[config.mk]
export PLATFORM = sky130hd
export DESIGN_NAME = gpio_alias_bank
export DESIGN_NICKNAME = d
export VERILOG_FILES = /design/src/rtl/gpio_bank_pkg.sv /design/src/rtl/gpio_pad_sync.sv /design/src/rtl/gpio_irq_detect.sv /design/src/rtl/gpio_alias_reg.sv /design/src/rtl/gpio_alias_bank.sv
export SDC_FILE = /design/constraint.sdc
export NUM_CORES = 1
export LEC_CHECK = 0
export CORE_ASPECT_RATIO = 2
export CORE_MARGIN = 2
export CORE_UTILIZATION = 50
export DETAILED_ROUTE_END_ITERATION = 10
export DONT_BUFFER_PORTS = 1
export GPL_ROUTABILITY_DRIVEN = 0
export PLACE_DENSITY = 0.78
export SLEW_MARGIN = 0
export SYNTH_ARGS = -nofsm -noshare
export SYNTH_HDL_FRONTEND = slang
export SYNTH_SLANG_ARGS = --single-unit
[constraint.sdc]
create_clock -name clk -period 2.1 [get_ports clk]
set_input_delay 0.42 -clock clk [delete_from_list [all_inputs] [get_ports clk]]
set_output_delay 0.42 -clock clk [all_outputs]
set_load 0.05 [all_outputs]
[src/rtl/gpio_bank_pkg.sv]
package gpio_bank_pkg;

    typedef enum logic [1:0] {
        OP_WRITE = 2'd0,
        OP_SET   = 2'd1,
        OP_CLR   = 2'd2,
        OP_RSVD  = 2'd3
    } alias_op_e;

    typedef enum logic [2:0] {
        RG_DOUT = 3'd0,
        RG_OE   = 3'd1,
        RG_DIN  = 3'd2,
        RG_IEN  = 3'd3,
        RG_SRC  = 3'd4,
        RG_LVL  = 3'd5,
        RG_POL  = 3'd6,
        RG_STAT = 3'd7
    } reg_sel_e;

    localparam int NUM_REGS = 8;

endpackage

[src/rtl/gpio_pad_sync.sv]
module gpio_pad_sync #(
    parameter int W      = 32,
    parameter int STAGES = 2
) (
    input  logic         clk,
    input  logic         rst_n,
    input  logic [W-1:0] pad_in,
    output logic [W-1:0] cur,
    output logic [W-1:0] prev
);
    // chain[0..STAGES-1] synchronize, chain[STAGES] holds the previous sample
    typedef struct packed {
        logic [STAGES:0][W-1:0] chain;
    } sync_t;

    sync_t s_d, s_q;

    always_comb begin
        s_d = s_q;
        s_d.chain[0] = pad_in;
        for (int i = 1; i <= STAGES; i++) begin
            s_d.chain[i] = s_q.chain[i-1];
        end
    end

    always_ff @(posedge clk or negedge rst_n) begin
        if (!rst_n) s_q <= '0;
        else        s_q <= s_d;
    end

    assign cur  = s_q.chain[STAGES-1];
    assign prev = s_q.chain[STAGES];
endmodule

[src/rtl/gpio_irq_detect.sv]
module gpio_irq_detect #(
    parameter int W = 32
) (
    input  logic [W-1:0] cur,
    input  logic [W-1:0] prev,
    input  logic [W-1:0] src_sel,
    input  logic [W-1:0] lvl_sel,
    input  logic [W-1:0] pol_sel,
    output logic [W-1:0] hit
);
    for (genvar p = 0; p < W; p++) begin : g_pin
        logic lvl_match;
        logic rise;
        logic fall;
        logic edge_match;

        always_comb begin
            lvl_match  = (cur[p] == pol_sel[p]);
            rise       = cur[p] & ~prev[p];
            fall       = ~cur[p] & prev[p];
            edge_match = pol_sel[p] ? rise : fall;
            hit[p]     = src_sel[p] & (lvl_sel[p] ? lvl_match : edge_match);
        end
    end
endmodule

[src/rtl/gpio_alias_reg.sv]
module gpio_alias_reg
    import gpio_bank_pkg::*;
#(
    parameter int W      = 32,
    parameter bit STICKY = 1'b0
) (
    input  logic         clk,
    input  logic         rst_n,
    input  logic         sel_wr,
    input  alias_op_e    op,
    input  logic [W-1:0] wdata,
    input  logic [W-1:0] hw_set,
    output logic [W-1:0] q
);
    typedef struct packed {
        logic [W-1:0] val;
    } areg_t;

    areg_t r_d, r_q;

    always_comb begin
        r_d = r_q;
        if (sel_wr) begin
            case (op)
                OP_WRITE: if (!STICKY) r_d.val = wdata;
                OP_SET:   if (!STICKY) r_d.val = r_q.val | wdata;
                OP_CLR:   r_d.val = r_q.val & ~wdata;
                default:  r_d.val = r_q.val;
            endcase
        end
        // hardware setting is applied last so it wins over a clear
        r_d.val = r_d.val | hw_set;
    end

    always_ff @(posedge clk or negedge rst_n) begin
        if (!rst_n) r_q <= '0;
        else        r_q <= r_d;
    end

    assign q = r_q.val;
endmodule

[src/rtl/gpio_alias_bank.sv]
module gpio_alias_bank
    import gpio_bank_pkg::*;
#(
    parameter int WIDTH  = 32,
    parameter int ADDR_W = 7
) (
    input  logic              clk,
    input  logic              rst_n,
    input  logic              bus_wr,
    input  logic [ADDR_W-1:0] bus_addr,
    input  logic [WIDTH-1:0]  bus_wdata,
    output logic [WIDTH-1:0]  bus_rdata,
    input  logic [WIDTH-1:0]  pad_in,
    output logic [WIDTH-1:0]  pad_out,
    output logic [WIDTH-1:0]  pad_oe,
    output logic              irq
);
    localparam int REG_BITS = 3;
    localparam int OP_LSB   = 2;
    localparam int REG_LSB  = OP_LSB + 2;

    logic [REG_BITS-1:0] reg_idx;
    alias_op_e           op;
    logic                aligned;
    logic [WIDTH-1:0]    reg_q [NUM_REGS];
    logic [WIDTH-1:0]    pin_cur;
    logic [WIDTH-1:0]    pin_prev;
    logic [WIDTH-1:0]    hit;
    logic [WIDTH-1:0]    stat_q;
    logic [WIDTH-1:0]    src_q;

    assign reg_idx = bus_addr[REG_LSB +: REG_BITS];
    assign op      = alias_op_e'(bus_addr[OP_LSB +: 2]);
    assign aligned = (bus_addr[OP_LSB-1:0] == '0);

    gpio_pad_sync #(.W(WIDTH), .STAGES(2)) i_sync (
        .clk    (clk),
        .rst_n  (rst_n),
        .pad_in (pad_in),
        .cur    (pin_cur),
        .prev   (pin_prev)
    );

    gpio_irq_detect #(.W(WIDTH)) i_detect (
        .cur     (pin_cur),
        .prev    (pin_prev),
        .src_sel (reg_q[RG_SRC]),
        .lvl_sel (reg_q[RG_LVL]),
        .pol_sel (reg_q[RG_POL]),
        .hit     (hit)
    );

    for (genvar g = 0; g < NUM_REGS; g++) begin : g_reg
        if (g == int'(RG_DIN)) begin : g_ro
            assign reg_q[g] = pin_cur;
        end else begin : g_rw
            localparam bit IS_STAT = (g == int'(RG_STAT));
            logic sel_wr;
            assign sel_wr = bus_wr && aligned && (op != OP_RSVD) &&
                            (reg_idx == REG_BITS'(g));
            gpio_alias_reg #(.W(WIDTH), .STICKY(IS_STAT)) i_reg (
                .clk    (clk),
                .rst_n  (rst_n),
                .sel_wr (sel_wr),
                .op     (op),
                .wdata  (bus_wdata),
                .hw_set (IS_STAT ? hit : '0),
                .q      (reg_q[g])
            );
        end
    end

    always_comb begin
        if (!aligned || op == OP_RSVD) bus_rdata = '0;
        else                           bus_rdata = reg_q[reg_idx];
    end

    assign stat_q  = reg_q[RG_STAT];
    assign src_q   = reg_q[RG_SRC];
    assign pad_out = reg_q[RG_DOUT];
    assign pad_oe  = reg_q[RG_OE];
    assign irq     = |(stat_q & reg_q[RG_IEN]);
endmodule

==> insert_results.sql <==
INSERT INTO impl_metrics (metric_group, metric, value, unit) VALUES
('finish', 'layout-drive-gt1-share', '24.4', '%'),
('power_and_ir_drop', 'p_leak', '7.95', 'nW'),
('cts', 'clkTransAtPathRegs', '0.07', 'ns'),
('status', 'violated_checks', 'negative hold slack, negative setup slack', ''),
('floorplanning', 'placeableCoreArea', '28800', 'um2'),
('power_and_ir_drop', 'pwr-share-comb', '22.1', '%'),
('yosys', 'combinational_family_with_the_most_area_after_synthesis', 'compound AO/OA/AOI/OAI gates', ''),
('power_and_ir_drop', 'switching_share', '31.2', '%'),
('yosys', 'synthXorXnorAreaFrac', '3.71', '%'),
('finish', 'finalNetCount', '1540', ''),
('timing', 'rsz_0062_raised_after_global_routing', 'true', ''),
('yosys', 'synth_compound_area_share', '24.0', '%'),
('placed_design', 'detailed_place.area', '16200', 'um2'),
('timing', 'layout_min_cycle_time', '2.67', 'ns'),
('worst_setup_path', 'launching_element_type_of_the_critical_path', 'flop', ''),
('worst_setup_path', 'crit_chain', 'a22oi_2, buf_4, nand4_1, or4_4, buf_6', ''),
('finish', 'filler_cell_count', '2214', ''),
('yosys', 'synth_most_common_cell', 'sky130_fd_sc_hd__a21oi_1', ''),
('power_and_ir_drop', 'clock_power_share', '33.0', '%'),
('placed_design', 'preCtsSetupSlack', '-0.173', 'ns'),
('cts', 'clockRootBuffer', 'sky130_fd_sc_hd__clkbuf_16', ''),
('floorplanning', 'die-area', '30700', 'um2'),
('timing', 'clock.fmax', '374', 'MHz'),
('worst_setup_path', 'cp_max_fo', '2', ''),
('floorplanning', 'ioPinCount', '171', ''),
('global_route', 'grt_pass1_wl', '68.9', 'mm'),
('finish', 'area_delta_synth_final', '22.7', '%'),
('yosys', 'mappedNetlistArea', '14600', 'um2'),
('yosys', 'post_synth_mux_area_share', '7.42', '%'),
('routing', 'totalWireLength', '44.3', 'mm'),
('floorplanning', 'die_y', '246', 'um'),
('global_route', 'globalRouteOverflowTotal', '0', ''),
('timing', 'final_period_util', '127', '%'),
('yosys', 'yosys.area.top_type_share', '54.7', '%'),
('yosys', 'yosysWarningCount', '0', ''),
('yosys', 'synth_edf_count', '0', ''),
('yosys', 'yosys.area_share.adder', '0.342', '%'),
('yosys', 'synth.top_cells.by_area', 'sky130_fd_sc_hd__dfrtp_1 55%, sky130_fd_sc_hd__a21oi_1 13%, sky130_fd_sc_hd__mux4_2 4.0%', ''),
('routing', 'vias_per_cell', '6.41', ''),
('routing', 'antenna_violating_nets_remaining', '0', ''),
('timing', 'fin_worst_hold_slack', '-0.441', 'ns'),
('routing', 'first_iter_violations', '1051', ''),
('worst_setup_path', 'crit_slowest_cell', 'sky130_fd_sc_hd__or4_4', ''),
('placed_design', 'place.detailed.hpwl', '28.0', 'mm'),
('timing', 'report.final.setup_viol', '33', ''),
('worst_setup_path', 'timing.critical_path.arrival', '2.25', 'ns'),
('yosys', 'synthDominantAreaCellType', 'sky130_fd_sc_hd__dfrtp_1', ''),
('routing', 'drt_pass1_iterations', '6', ''),
('yosys', 'synthCells', '1355', ''),
('worst_setup_path', 'timing.critical_path.required', '1.68', 'ns'),
('cts', 'cts_sinks', '320', ''),
('routing', 'post-route-drc-count', '0', ''),
('power_and_ir_drop', 'cell_internal_pwr', '11.5', 'mW'),
('status', 'outcome', 'complete, but fails checks', ''),
('power_and_ir_drop', 'power.net_switching', '5.22', 'mW'),
('timing', 'final-hold-violation-count', '320', ''),
('yosys', 'synth_nets', '1433', ''),
('cts', 'numCtsBuffers', '29', ''),
('floorplanning', 'rows', '88', ''),
('yosys', 'most_instantiated_cells_after_synthesis', '387 x sky130_fd_sc_hd__a21oi_1, 320 x sky130_fd_sc_hd__dfrtp_1, 89 x sky130_fd_sc_hd__nand2_1', ''),
('power_and_ir_drop', 'power.density', '933', 'nW/um2'),
('routing', 'routed-via-count', '11800', ''),
('hold_path', 'hold_path.class', 'in2async', ''),
('routing', 'detail_route.wl_per_cell', '24.0', 'um'),
('floorplanning', 'die-width', '125', 'um'),
('yosys', 'synthFlopType', 'sky130_fd_sc_hd__dfrtp_1', ''),
('timing', 'max_slew_margin', '29.6', '%'),
('global_route', 'grt_start_max_net_pins', '321', ''),
('global_route', 'initial_antenna_violation_count', '0', ''),
('yosys', 'count_of_cell_types_in_the_netlist', '42', ''),
('timing', 'fin_ws', '-0.570', 'ns');
[repair_timing]
item                                    in CTS  in global routing
pin swaps                                   25                 16
setup buffers                                9                 14
endpoints found under the setup margin      33                 33
cloned                                       0                  0
resized for setup                           64                 34
hold endpoints to repair                   352                320
[power groups by stage]
stage	combinational (mW)	sequential [mW]	clock [mW]
finish	3.69	7.53	5.52
global route	3.94	7.60	5.82
CTS	3.58	7.50	5.59
detailed placement	3.39	7.60	0
global placement	3.30	7.56	0
floorplan	1.82	8.13	0
[state kept, by name, indices dropped and copies added (netlist names)]
name,cells
g.g_rw.i_reg.q,224
i_sync.s_d,32
i_sync.prev,32
i_sync.cur,32
[cells in the final DEF, fill, tap and decap left out, drive strengths merged, types with 32 or more instances in the layout]
master       instances
a211oi              32
a21o                32
a21oi              387
buf                167
clkbuf              38
dfrtp              320
dlygate4sd3         32
inv                 35
mux2                32
nand2               89
nor2                34
[per-layer routing]
metal  share of wire, %  track usage (%)
met3                8.2             5.18
met4                6.8             18.3
met1                 34             32.9
met2                 51             48.0
met5                  0                0
[worst max-delay path, delay by kind of cell (launching register included)]
family	cells	cell delay [ns]
AND/OR/NAND/NOR	2	0.61
buffers and inverters	2	0.34
flip-flops	1	0.42
AO/OA/AOI/OAI	1	0.30
[final timing paths]
check / startpoint / endpoint / slack, ns / depth (start not counted)
max: g_reg[3].g_rw.i_reg.q[30] / irq / -0.57 / 5
min in group clk: bus_wdata[8] / g_reg[7].g_rw.i_reg.q[8] / 0.02 / 2
max in group asynchronous: rst_n / i_sync.cur[14] / 1.68 / 0
min: rst_n / i_sync.s_d[36] / -0.44 / 0
min reg2reg: i_sync.s_d[47] / i_sync.cur[15] / 0.34 / 0
max reg2reg: g_reg[5].g_rw.i_reg.q[31] / g_reg[7].g_rw.i_reg.q[31] / 1.05 / 4
[cell type report]
cell class / count / share of cell area [%]
Tap cell: 360 / 2.51
Sequential cell: 320 / 44.6
Clock inverter: 15 / 0.885
Multi-Input combinational cell: 877 / 35.3
Inverter: 35 / 0.732
Timing Repair Buffer: 199 / 11.4
Clock buffer: 38 / 4.57
[cell families after synthesis]
family                   Yosys count
AO/OA/AOI/OAI                    590
AND/OR/NAND/NOR                  149
flip-flops                       320
XOR/XNOR                          62
multiplexers                      72
adder cells (fa/ha/maj)            4
buffers and inverters            158
[stage by stage]
step	total power, mW	TNS, ns	instances	util, %
2_1_floorplan	9.95	-0.00599	1355	-
3_3_place_gp	10.9	-13.22	1740	56.0
3_5_place_dp	11.0	-17.64	1740	56.0
4_1_cts	16.7	-7.86	1833	61.4
5_1_grt	17.4	-9.22	1844	62.2
6_report	16.7	-7.92	1844	62.2
No activity file was read; power rests on OpenSTA's default activity.
